### src/rtl/sram_strobe_pkg.sv
package sram_strobe_pkg;
  localparam int ADDR_W = 20;
  localparam int DATA_W = 16;
  localparam int LANES  = DATA_W / 8;

  function automatic int phaseCycles(input int ns, input int periodNs);
    int c;
    c = (ns + periodNs - 1) / periodNs;
    return (c < 1) ? 1 : c;
  endfunction

  function automatic int maxOf(input int a, input int b);
    return (a > b) ? a : b;
  endfunction

  typedef enum logic [2:0] {
    ST_IDLE, ST_WSETUP, ST_WPULSE, ST_WHOLD, ST_READ, ST_ACK
  } ctlState_e;

  typedef struct packed {
    logic ceN;
    logic oeN;
    logic weN;
    logic laneWrite;
    logic laneRead;
    logic drive;
    logic load;
    logic capture;
  } strobe_t;
endpackage

### src/rtl/sram_strobe_ctrl.sv
module sram_strobe_ctrl
  import sram_strobe_pkg::*;
#(
  parameter int SETUP_CYC  = 1,
  parameter int PULSE_CYC  = 1,
  parameter int ACCESS_CYC = 1
) (
  input  logic       clk,
  input  logic       rst,
  input  logic       req,
  input  logic       wrEn,
  input  logic [LANES-1:0] byteEn,
  output strobe_t    stb,
  output logic       ack
);
  localparam int MAX_CYC = maxOf(maxOf(SETUP_CYC, PULSE_CYC), ACCESS_CYC);
  localparam int CNT_W   = $clog2(MAX_CYC + 1);

  ctlState_e state, stateNext;
  logic [CNT_W-1:0] cnt, cntNext;
  logic ceNq, oeNq, weNq, laneWq, laneRq, driveq, ackq;
  logic ceNd, oeNd, weNd, laneWd, laneRd, drived, ackd;

  always_comb begin
    stateNext = state;
    cntNext   = cnt;
    case (state)
      ST_IDLE: if (req) begin
        if (wrEn) begin
          if (byteEn == '0) stateNext = ST_ACK;
          else begin
            stateNext = ST_WSETUP;
            cntNext   = CNT_W'(SETUP_CYC - 1);
          end
        end else begin
          stateNext = ST_READ;
          cntNext   = CNT_W'(ACCESS_CYC - 1);
        end
      end
      ST_WSETUP: if (cnt == '0) begin
        stateNext = ST_WPULSE;
        cntNext   = CNT_W'(PULSE_CYC - 1);
      end else cntNext = cnt - 1'b1;
      ST_WPULSE: if (cnt == '0) stateNext = ST_WHOLD;
                 else cntNext = cnt - 1'b1;
      ST_WHOLD:  stateNext = ST_ACK;
      ST_READ:   if (cnt == '0) stateNext = ST_ACK;
                 else cntNext = cnt - 1'b1;
      ST_ACK:    stateNext = ST_IDLE;
      default:   stateNext = ST_IDLE;
    endcase
  end

  // Pin strobes are decoded from the next state and registered.
  always_comb begin
    ceNd = 1'b1; oeNd = 1'b1; weNd = 1'b1;
    laneWd = 1'b0; laneRd = 1'b0; drived = 1'b0; ackd = 1'b0;
    case (stateNext)
      ST_WSETUP: ceNd = 1'b0;
      ST_WPULSE: begin ceNd = 1'b0; weNd = 1'b0; laneWd = 1'b1; drived = 1'b1; end
      ST_WHOLD:  begin ceNd = 1'b0; laneWd = 1'b1; drived = 1'b1; end
      ST_READ:   begin ceNd = 1'b0; oeNd = 1'b0; laneRd = 1'b1; end
      ST_ACK:    ackd = 1'b1;
      default:   ;
    endcase
  end

  always_ff @(posedge clk) begin
    if (rst) begin
      state <= ST_IDLE; cnt <= '0;
      ceNq <= 1'b1; oeNq <= 1'b1; weNq <= 1'b1;
      laneWq <= 1'b0; laneRq <= 1'b0; driveq <= 1'b0; ackq <= 1'b0;
    end else begin
      state <= stateNext; cnt <= cntNext;
      ceNq <= ceNd; oeNq <= oeNd; weNq <= weNd;
      laneWq <= laneWd; laneRq <= laneRd; driveq <= drived; ackq <= ackd;
    end
  end

  assign stb.ceN       = ceNq;
  assign stb.oeN       = oeNq;
  assign stb.weN       = weNq;
  assign stb.laneWrite = laneWq;
  assign stb.laneRead  = laneRq;
  assign stb.drive     = driveq;
  assign stb.load      = (state == ST_IDLE) && req;
  assign stb.capture   = (state == ST_READ) && (cnt == '0);
  assign ack           = ackq;

  AST_WE_NEEDS_CE: assert property (@(posedge clk) disable iff (rst)
    !weNq |-> (!ceNq && oeNq));
  AST_WE_WITH_DRIVE: assert property (@(posedge clk) disable iff (rst)
    !weNq |-> driveq);
  AST_NO_DRIVE_WHILE_OE: assert property (@(posedge clk) disable iff (rst)
    driveq |-> oeNq);
  AST_DRIVE_OFF_AFTER_WE: assert property (@(posedge clk) disable iff (rst)
    $rose(weNq) |=> !driveq);
  AST_ACK_PULSE: assert property (@(posedge clk) disable iff (rst)
    ackq |=> !ackq);
endmodule

### src/rtl/sram_strobe_datapath.sv
module sram_strobe_datapath
  import sram_strobe_pkg::*;
(
  input  logic              clk,
  input  logic              rst,
  input  strobe_t           stb,
  input  logic [ADDR_W-1:0] addr,
  input  logic [DATA_W-1:0] wrData,
  input  logic [LANES-1:0]  byteEn,
  output logic [DATA_W-1:0] rdData,
  output logic [ADDR_W-1:0] memAddr,
  output logic [LANES-1:0]  memByteSelN,
  output logic [DATA_W-1:0] memDqOut,
  input  logic [DATA_W-1:0] memDqIn
);
  logic [ADDR_W-1:0] addrQ;
  logic [DATA_W-1:0] dataQ, rdQ;
  logic [LANES-1:0]  laneQ;

  always_ff @(posedge clk) begin
    if (rst) begin
      addrQ <= '0; dataQ <= '0; laneQ <= '0; rdQ <= '0;
    end else begin
      if (stb.load) begin
        addrQ <= addr; dataQ <= wrData; laneQ <= byteEn;
      end
      if (stb.capture) rdQ <= memDqIn;
    end
  end

  for (genvar g = 0; g < LANES; g++) begin : gLane
    assign memByteSelN[g] = ~((stb.laneWrite && laneQ[g]) || stb.laneRead);
  end

  assign memAddr  = addrQ;
  assign memDqOut = dataQ;
  assign rdData   = rdQ;

  AST_ADDR_STABLE: assert property (@(posedge clk) disable iff (rst)
    (!stb.ceN && $past(!stb.ceN)) |-> $stable(memAddr));
endmodule

### src/rtl/sram_strobe_ctl.sv
module sram_strobe_ctl
  import sram_strobe_pkg::*;
#(
  parameter int CLK_PERIOD_NS = 20,
  parameter int T_TURN_NS     = 4,
  parameter int T_WE_PULSE_NS = 8,
  parameter int T_DSETUP_NS   = 6,
  parameter int T_ADDR_END_NS = 8,
  parameter int T_WCYCLE_NS   = 10,
  parameter int T_ACCESS_NS   = 10,
  parameter int T_RCYCLE_NS   = 10
) (
  input  logic              clk,
  input  logic              rst,
  input  logic              req,
  input  logic              wrEn,
  input  logic [ADDR_W-1:0] addr,
  input  logic [DATA_W-1:0] wrData,
  input  logic [LANES-1:0]  byteEn,
  output logic              ack,
  output logic [DATA_W-1:0] rdData,
  output logic [ADDR_W-1:0] memAddr,
  output logic              memCeN,
  output logic              memOeN,
  output logic              memWeN,
  output logic [LANES-1:0]  memByteSelN,
  output logic [DATA_W-1:0] memDqOut,
  output logic              memDqOutEn,
  input  logic [DATA_W-1:0] memDqIn
);
  // phase lengths in clocks
  localparam int SETUP_CYC  = phaseCycles(T_TURN_NS, CLK_PERIOD_NS);
  localparam int PULSE_CYC  = maxOf(1, maxOf(
    maxOf(phaseCycles(T_WE_PULSE_NS, CLK_PERIOD_NS), phaseCycles(T_DSETUP_NS, CLK_PERIOD_NS)),
    maxOf(phaseCycles(T_ADDR_END_NS, CLK_PERIOD_NS) - SETUP_CYC,
          phaseCycles(T_WCYCLE_NS, CLK_PERIOD_NS) - SETUP_CYC - 1)));
  localparam int ACCESS_CYC = maxOf(phaseCycles(T_ACCESS_NS, CLK_PERIOD_NS),
                                    phaseCycles(T_RCYCLE_NS, CLK_PERIOD_NS));

  strobe_t stb;

  sram_strobe_ctrl #(
    .SETUP_CYC(SETUP_CYC), .PULSE_CYC(PULSE_CYC), .ACCESS_CYC(ACCESS_CYC)
  ) uCtrl (
    .clk(clk), .rst(rst), .req(req), .wrEn(wrEn), .byteEn(byteEn),
    .stb(stb), .ack(ack)
  );

  sram_strobe_datapath uData (
    .clk(clk), .rst(rst), .stb(stb), .addr(addr), .wrData(wrData),
    .byteEn(byteEn), .rdData(rdData), .memAddr(memAddr),
    .memByteSelN(memByteSelN), .memDqOut(memDqOut), .memDqIn(memDqIn)
  );

  assign memCeN     = stb.ceN;
  assign memOeN     = stb.oeN;
  assign memWeN     = stb.weN;
  assign memDqOutEn = stb.drive;
endmodule

### config.mk
export PLATFORM = sky130hd
export DESIGN_NAME = sram_strobe_ctl
export DESIGN_NICKNAME = d
export VERILOG_FILES = /design/src/rtl/sram_strobe_pkg.sv /design/src/rtl/sram_strobe_ctrl.sv /design/src/rtl/sram_strobe_datapath.sv /design/src/rtl/sram_strobe_ctl.sv
export SDC_FILE = /design/constraint.sdc
export NUM_CORES = 1
export LEC_CHECK = 0
export BUFFER_PORTS_ARGS = -buffer_cell sky130_fd_sc_hd__buf_2
export CAP_MARGIN = 5
export CORE_MARGIN = 4
export CORE_UTILIZATION = 46
export CTS_BUF_LIST = sky130_fd_sc_hd__clkbuf_4 sky130_fd_sc_hd__clkbuf_8
export DETAILED_ROUTE_END_ITERATION = 7
export PLACE_DENSITY = 0.9
export SLEW_MARGIN = 30
export SYNTH_ARGS = -nofsm -noshare
export SYNTH_HDL_FRONTEND = slang
export SYNTH_SLANG_ARGS = --single-unit
### constraint.sdc
create_clock -name clk -period 1.6 [get_ports clk]
set_input_delay 0.48 -clock clk [delete_from_list [all_inputs] [get_ports clk]]
set_output_delay 0.48 -clock clk [all_outputs]
set_load 0.05 [all_outputs]
==> qor.txt, run 1 <==
DR iter-0 viols = 51
final wirelength = 5.62 mm
share of the synthesized area in the top cell type = 0.555
clock share of power = 0.342
Nets = 431
vias per cell = 4.82
total gr overflow = 0
combinational share of power = 0.284
cell area after synthesis = 2270 um^2
largest cells by area after synthesis = dfxtp_1 56%, nand2_1 13%, a21oi_1 9.0%
Post-synth EDFFs = 0
core area = 4750 um^2
CTS H-tree lvls = 3
DR WL met3 = 498 um
placed cell count = 429
sequential fraction of the synthesis area = 0.555
via count = 2146
worst reg2reg path depth = 3
count leader, synth = nand2_1
Commonest cells post-synth = 77 x nand2_1, 63 x dfxtp_1, 41 x a21oi_1, 19 x nor2_1, 16 x mux2i_1
Skew-Pair Late Insertion Delay = 330 ps
Max Cap Violations = 0
row cnt = 25
fraction of registers with async set/reset = 0
WP buf/inv = 1
CP Launch Type = register
die width = 78.3 um
Min-Delay Path Class = in2reg
critical-path cell list = a21oi_1 > clkbuf_4
crit end category = primary output
final core utilization = 0.665
Fin. Hold Viols = 0
antenna violations before repair = 0
worst slew pin tran = 397 ps
die area = 6120 um^2
TritonCTS clock tree = yes
Post-Synthesis Cells = 258
WP depth = 2
fmax = 0.661 GHz
Sequential Power Share = 0.375
minimum clock period = 1510 ps
Critical Path Slowest Stage Cell = dfxtp_1
ant diodes = 0
hpwl dp = 3.88 mm
Slew Viols, Final = 0
Die H = 78.3 um
Tcrit/Tclk final = 0.945
share of cells above drive strength 1 = 0.381
Wirelength per Cell = 12.6 um
Min-Delay Startpoint = wrData[12]
critical path launch point = uCtrl.laneWq
cts hold-fix bufs = 0
number of global-route vias before repair = 2057
Worst Path Arrival = 1030 ps
crit-path max FO = 3
Final ANT Viol Nets = 0
Clock Sinks = 63
Pint = 3.22 mW
Register Area = 1260 um^2
top cell type by total area after synthesis = dfxtp_1
Finish-stage setup viols = 0
wire length on met2 = 2.68 mm
Worst EP required = 1120 ps
Hold Path Stages = 3
Root Buffer = clkbuf_8
crit path kind = reg2out
sw frac = 0.344
Slowest Stage Delay on Critical Path = 320 ps
Clock Path Buffers = 2
first-pass GRT wire length = 9.20 mm
Area Growth Syn to Fin = 39.2%
syn_nets = 316
Remaining DRCs = 0
routed length on met1 = 2.39 mm
RSZ-0062 raised after global routing = no
clock-pin transition on the worst setup and hold timing paths = 70 ps
ys flop type = dfxtp_1
largest net degree at the start of global routing = 55
switching power = 1.69 mW
PortBufs = 116
Distinct cells, synth = 29
top layer in use = met4
Multi-input gate area = 897 um^2
status = finished, final reports clean
Mapped Avg Cell Area = 8.80 um^2
#FFs+latches synth = 63
Top Family by Delay on Critical Path = flip-flops
Static Leak = 1.49 nW
skew final = 7.52 ps
Filler cells = 398
Final Wtd Congestion = 0.739
1st-pass router iterations = 4
fin cells = 445
FF-to-FF Start = uCtrl.state[2]
Global Route Usage Sum = 0.191
Initial Util = 0.478
Yosys warning count = 0
Pwr Density = 1550 nW/um^2
CTS Buf Count = 9
io pins = 117
Rel. slew slack = 0.735
peak supply drop = 1.31 mV
-- cells in the final DEF, fill, tap and decap left out, types with 2 or more instances in the layout --
cell,n
nor3_1,2
buf_2,114
mux2i_1,16
clkbuf_8,10
nand2_1,77
buf_4,7
a21oi_1,41
nor2_1,19
buf_12,2
a31oi_1,2
bufinv_16,3
dfxtp_1,63
clkinv_2,2
-- power groups by stage --
stage	combinational (mW)	clock, mW	sequential, mW
4_1_cts	1.40	1.71	1.84
3_3_place_gp	1.37	0	1.86
5_1_grt	1.49	1.78	1.86
3_5_place_dp	1.40	0	1.87
2_1_floorplan	0.531	0	2.41
6_report	1.39	1.67	1.84
-- per-stage QoR --
step	hold slack [ps]	cell area (um^2)	power, mW	TNS [ps]	setup slack (ps)
2_1_floorplan	437	2270	2.94	-424	-212
3_3_place_gp	438	2910	3.23	0	28.5
3_5_place_dp	446	2910	3.26	-4.84	-2.88
4_1_cts	370	3160	4.95	0	36.3
5_1_grt	375	3160	5.13	0	20.3
6_report	382	3160	4.90	0	87.6
-- worst reg2reg max path: stages (launching register included) --
cell,delay [ps]
dfxtp_1,370
or4b_4,770
nand2_1,180
a21oi_1,70
-- sequential cells by signal, summed over array words and instances (netlist names) --
register        cells
uCtrl.ack           1
uCtrl.ceNq          1
uCtrl.laneRq        1
uCtrl.laneWq        1
uCtrl.oeNq          1
uCtrl.state         3
uCtrl.weNq          1
uData.laneQ         2
uData.memAddr      20
uData.memDqOut     16
uData.rdData       16
-- kinds of logic after synthesis --
| kind of cell | Yosys count | synth area share |
|---|---|---|
| compound gates | 49 | 0.114 |
| xor+xnor | 1 | 0.00386 |
| buf+inv | 21 | 0.0556 |
| flops | 63 | 0.555 |
| mux | 16 | 0.0705 |
| simple gates | 108 | 0.201 |
-- metal layers --
| layer | up-vias | global-route usage |
|---|---|---|
| met5 | - | 0 |
| met4 | 0 | 0.0944 |
| met3 | 6 | 0.0665 |
| met2 | 79 | 0.319 |
| met1 | 982 | 0.215 |
| li1 | 1079 | - |
-- what timing repair did --
item,in CTS,in global routing
setup buffers,0,0
endpoints found under the setup margin,0,2
gates resized for setup,0,3
-- worst paths after layout --
path / to / slack [ps]
max reg2reg: uData.memDqOut[3] / 90
max: memByteSelN[0] / 90
min: uData.memDqOut[12] / 380
min reg2reg: uData.memDqOut[14] / 450
-- area by class of cell --
cell class,count,share of cell area
clock buffer,10,0.0435
clock inverter,6,0.0340
inverter,1,0.00119
multi-input combinational,174,0.284
sequential,63,0.399
tap,67,0.0265
timing repair buffer,124,0.212
Note: power is estimated with default switching activity, not from simulation.
==> run 2, diff against run 1 <==
--- a/config.mk
+++ b/config.mk
@@ -10,6 +10,7 @@
 export CORE_MARGIN = 4
-export CORE_UTILIZATION = 46
+export CORE_UTILIZATION = 50
 export CTS_BUF_LIST = sky130_fd_sc_hd__clkbuf_4 sky130_fd_sc_hd__clkbuf_8
 export DETAILED_ROUTE_END_ITERATION = 7
-export PLACE_DENSITY = 0.9
+export HOLD_SLACK_MARGIN = 0.03
+export PLACE_DENSITY = 0.95
 export SLEW_MARGIN = 30
==> constraint.sdc (replaced) <==
create_clock -name clk -period 1.79 [get_ports clk]
set_input_delay 0.537 -clock clk [delete_from_list [all_inputs] [get_ports clk]]
set_output_delay 0.537 -clock clk [all_outputs]
set_load 0.01 [all_outputs]
==> run 2 against run 1 <==
Net effect: clock skew hardly changed; die area is 7.2% lower; worst setup slack better by 160 ps; register-to-register slack better by 160 ps; non-clock buffer count is 1 higher; combinational power is 42% lower; sequential share of layout area is 0.71 points higher; clock power is 16% lower; largest cell class unchanged.
==> qor.txt, run 2 (same netlist as run 1, synthesis figures left out) <==
Critical Path Slowest Stage Cell = or4b_4
Post-CTS Repair Setup Buffers = 0
CTS H-tree lvls = 3
Area Growth Syn to Fin = 36.8%
Slowest Stage Delay on Critical Path = 770 ps
Initial Util = 0.518
CP Launch Type = register
number of global-route vias before repair = 2044
Worst Path Arrival = 1750 ps
Worst EP required = 2000 ps
Clock Sinks = 63
Min-Delay Path Class = in2reg
vias per cell = 4.99
Tcrit/Tclk final = 0.859
ant diodes = 0
cts hold-fix bufs = 0
Rel. slew slack = 0.742
Largest register FFs = 20
crit path kind = reg2reg
Slew Viols, Final = 0
PortBufs = 116
most frequent cells in the layout = 116 x buf_2, 77 x nand2_1, 63 x dfxtp_1
total gr overflow = 0
final core utilization = 0.709
fmax = 0.650 GHz
Nets = 432
Root Buffer = clkbuf_8
die area = 5680 um^2
antenna violations before repair = 0
Final Wtd Congestion = 0.789
Post-CTS Resized = 0
Fin. Hold Viols = 0
Pwr Density = 1240 nW/um^2
TritonCTS clock tree = yes
worst slew pin tran = 387 ps
core area = 4380 um^2
Clock Path Buffers = 2
hpwl dp = 4.15 mm
share of cells above drive strength 1 = 0.383
Wirelength per Cell = 14.0 um
Skew-Pair Late Insertion Delay = 320 ps
Die H = 75.4 um
largest net degree at the start of global routing = 39
row cnt = 24
via count = 2151
minimum clock period = 1540 ps
Remaining DRCs = 0
Max Cap Violations = 0
Final ANT Viol Nets = 0
Static Leak = 1.48 nW
Finish-stage setup viols = 0
io pins = 117
first-pass GRT wire length = 9.37 mm
die width = 75.4 um
crit-path max FO = 38
final wirelength = 6.04 mm
most common cell after layout, fill and taps aside = buf_2
Global Route Usage Sum = 0.222
critical-path cell list = or4b_4 > nand2_1 > a21oi_1
DR iter-0 viols = 105
CTS Buf Count = 9
skew final = 7.25 ps
1st-pass router iterations = 4
peak supply drop = 0.748 mV
RSZ-0062 raised after global routing = no
crit end category = register
clock-pin transition on the worst setup and hold timing paths = 70 ps
final total negative setup slack = 0 ps
status = finished, final reports clean
## run 2: changes by cell type in the layout (fill, tap and decap cells not counted)
cell | before | now
clkbuf_8 | 10 | 11
clkbuf_4 | 1 | 2
buf_2 | 114 | 116
clkinvlp_4 | 1 | 0
buf_4 | 7 | 9
buf_12 | 2 | 0
clkinv_2 | 2 | 1
bufinv_16 | 3 | 2
## run 2: final timing paths
check | depth (start not counted) | startpoint | end | slack, ps
worst max-delay path | 3 | uCtrl.state[2] | uData.memDqOut[2] | 250
worst min-delay path | 3 | memDqIn[12] | uData.rdData[12] | 440
worst max register to register | 3 | uCtrl.state[2] | uData.memDqOut[2] | 250
worst min register to register | 2 | uData.memAddr[19] | uData.memAddr[19] | 450
## run 2: metrics by stage
stage | hold slack, ps | cells | power [mW] | setup slack [ps] | area, um^2
2_1_floorplan | 437 | 258 | 2.19 | 298 | 2270
3_3_place_gp | 438 | 415 | 2.44 | 158 | 2880
3_5_place_dp | 443 | 415 | 2.47 | 122 | 2880
4_1_cts | 433 | 431 | 3.88 | 261 | 3110
5_1_grt | 436 | 431 | 4.04 | 145 | 3110
6_report | 444 | 431 | 3.85 | 252 | 3110
## run 2: final cells by class
| cell class | instances | area [um^2] |
|---|---|---|
| fill | 334 | 1280 |
| inverter | 1 | 3.75 |
| tap | 52 | 65.1 |
| sequential | 63 | 1260 |
| clock buffer | 13 | 166 |
| timing repair buffer | 125 | 648 |
| multi-input combinational | 174 | 897 |
| clock inverter | 3 | 65.1 |
## run 2: power by group
group / internal, mW / switching (mW) / total [mW] / leakage, nW
Combinational: 0.339 / 0.462 / 0.801 / 0.843
Sequential: 1.56 / 0.0855 / 1.65 / 0.516
Clock: 0.890 / 0.512 / 1.40 / 0.120
## run 2: metal layers
layer | share of wire | GRT usage
met2 | 0.50 | 0.393
met4 | 0.020 | 0.120
met5 | 0 | 0
met1 | 0.37 | 0.227
met3 | 0.11 | 0.0805
## run 2: critical path, delay by kind of cell, from the launching register on
| family | cells | cell delay (ps) |
|---|---|---|
| DFF | 1 | 390 |
| and+or+nand+nor | 2 | 920 |
| AOI/OAI and AO/OA | 1 | 80 |
==> run 3, diff against run 2 <==
CORE_UTILIZATION = 42   (was 50)
PLACE_DENSITY = 0.87   (was 0.95)
clock period = 1.27 ns   (was 1.79 ns; I/O delays follow)
==> run 3 against run 2 <==
Net effect: clock power grew 34%; die area is 17% higher; global-route usage is 4.5 points lower; final cell count is 7.9% higher; sequential power up 41%; maximum frequency is 11% higher; via count rose by 3.7%; non-clock buffer count rose by 17; the flow now finishes with violations (setup timing).
==> qor.txt, run 3 (same netlist as run 1, synthesis figures left out) <==
core area = 5170 um^2
Worst EP required = 1520 ps
crit path kind = reg2reg
1st-pass router iterations = 4
Global Route Usage Sum = 0.177
Slowest Stage Delay on Critical Path = 330 ps
critical path launch point = uCtrl.state[0]
Tcrit/Tclk final = 1.09
Initial Util = 0.439
WP buf/inv = 3
TritonCTS clock tree = yes
PortBufs = 116
io pins = 117
Setup WS post-layout = -116 ps
Pwr Density = 1660 nW/um^2
skew final = 6.18 ps
die area = 6650 um^2
Min-Delay Path Class = in2reg
share of cells above drive strength 1 = 0.453
antenna violations before repair = 0
Slew Viols, Final = 0
DP Area = 3020 um^2
Nets = 449
most common cell after layout, fill and taps aside = buf_2
CTS H-tree lvls = 3
RSZ-0062 raised after global routing = yes
DR iter-0 viols = 87
FF-to-FF Start = uCtrl.state[0]
minimum clock period = 1390 ps
post-route cell area = 3420 um^2
failing checks = setup timing
Critical Path Slowest Stage Cell = dfxtp_2
Area Growth Syn to Fin = 50.8%
clock-pin transition on the worst setup and hold timing paths = 70 ps
Clock Sinks = 63
Max Cap Violations = 0
Top Family by Delay on Critical Path = buffers and inverters
Min-Delay Startpoint = memDqIn[14]
Fin. Hold Viols = 0
row cnt = 26
Wirelength per Cell = 13.2 um
ant diodes = 0
hpwl dp = 4.08 mm
Die H = 81.5 um
crit-path max FO = 9
Worst Path Arrival = 1630 ps
Final Wtd Congestion = 0.829
die width = 81.5 um
final core utilization = 0.662
via count = 2230
status = finished with violations
Remaining DRCs = 0
number of global-route vias before repair = 2136
CTS Buf Count = 9
peak supply drop = 0.750 mV
crit end category = register
final wirelength = 6.14 mm
Clock Path Buffers = 2
first-pass GRT wire length = 9.20 mm
Final ANT Viol Nets = 0
Static Leak = 1.60 nW
Skew-Pair Late Insertion Delay = 320 ps
fmax = 0.722 GHz
worst slew pin tran = 335 ps
Finish-stage setup viols = 57
critical-path cell list = buf_6 > nor4b_4 > buf_4 > clkbuf_16 > nand2_1 > a21oi_1
Rel. slew slack = 0.776
Largest register FFs = 20
total gr overflow = 0
Root Buffer = clkbuf_8
CP Launch Type = register
largest net degree at the start of global routing = 39
vias per cell = 4.80
most frequent cells in the layout = 116 x buf_2, 76 x nand2_1, 60 x dfxtp_1
-- run 3: cell count changes in the layout (fill, tap and decap cells not counted), sizes merged --
| cell | delta |
|---|---|
| clkbuf | +1 |
| clkinv | +1 |
| buf | +14 |
-- run 3: area by class of cell --
cell class                      count  area [um^2]
Fill cell                         447         1750
Sequential cell                    63         1260
Timing Repair Buffer              142          897
Clock buffer                       11          145
Tap cell                           70         87.6
Multi-Input combinational cell    174          956
Inverter                            1         3.75
Clock inverter                      4         70.1
-- run 3: final timing paths --
kind                             to  slack, ps  cells after the start
setup / recovery  uData.memDqOut[0]       -120                      6
setup reg to reg  uData.memDqOut[0]       -120                      6
hold reg to reg   uData.memDqOut[8]        450                      2
hold / removal     uData.rdData[14]        290                      3
-- run 3: layer usage --
| layer | GRT usage | wire length, um | vias up |
|---|---|---|---|
| met5 | 0 | 0 | - |
| met4 | 0.0760 | 84 | 0 |
| met3 | 0.0537 | 506 | 11 |
| met2 | 0.303 | 3070 | 83 |
| met1 | 0.205 | 2480 | 1020 |
| li1 | - | - | 1116 |
-- run 3: timing repair --
action                                  CTS  global route
hold endpoints to repair                  0             0
gates resized for setup                   9            14
buffers inserted                          1             2
hold buffers                              0             0
endpoints found under the setup margin   57            56
cloned                                    1             4
pin swaps                                 2             8
-- run 3: worst reg2reg max path, cell delays in order (launching register included) --
cell and delay (ps):
dfxtp_2 330, buf_6 130, nor4b_4 300, buf_4 190, clkbuf_16 160, nand2_1 60, a21oi_1 140
-- run 3: per-stage QoR --
| stage | TNS [ps] | hold slack (ps) | worst slack [ps] | power [mW] | cells |
|---|---|---|---|---|---|
| CTS | -2490 | 272 | -74.9 | 5.59 | 459 |
| floorplan | -3470 | 439 | -128 | 3.11 | 258 |
| finish | -3530 | 290 | -116 | 5.69 | 465 |
| global placement | -4560 | 435 | -131 | 3.56 | 442 |
| global route | -7560 | 272 | -178 | 6.02 | 465 |
| detailed placement | -5710 | 442 | -171 | 3.60 | 442 |
-- run 3: where the power goes --
part           switching, mW  internal (mW)
Clock                  0.718           1.16
Sequential             0.117           2.21
Combinational          0.749          0.738
Total                   1.58           4.11
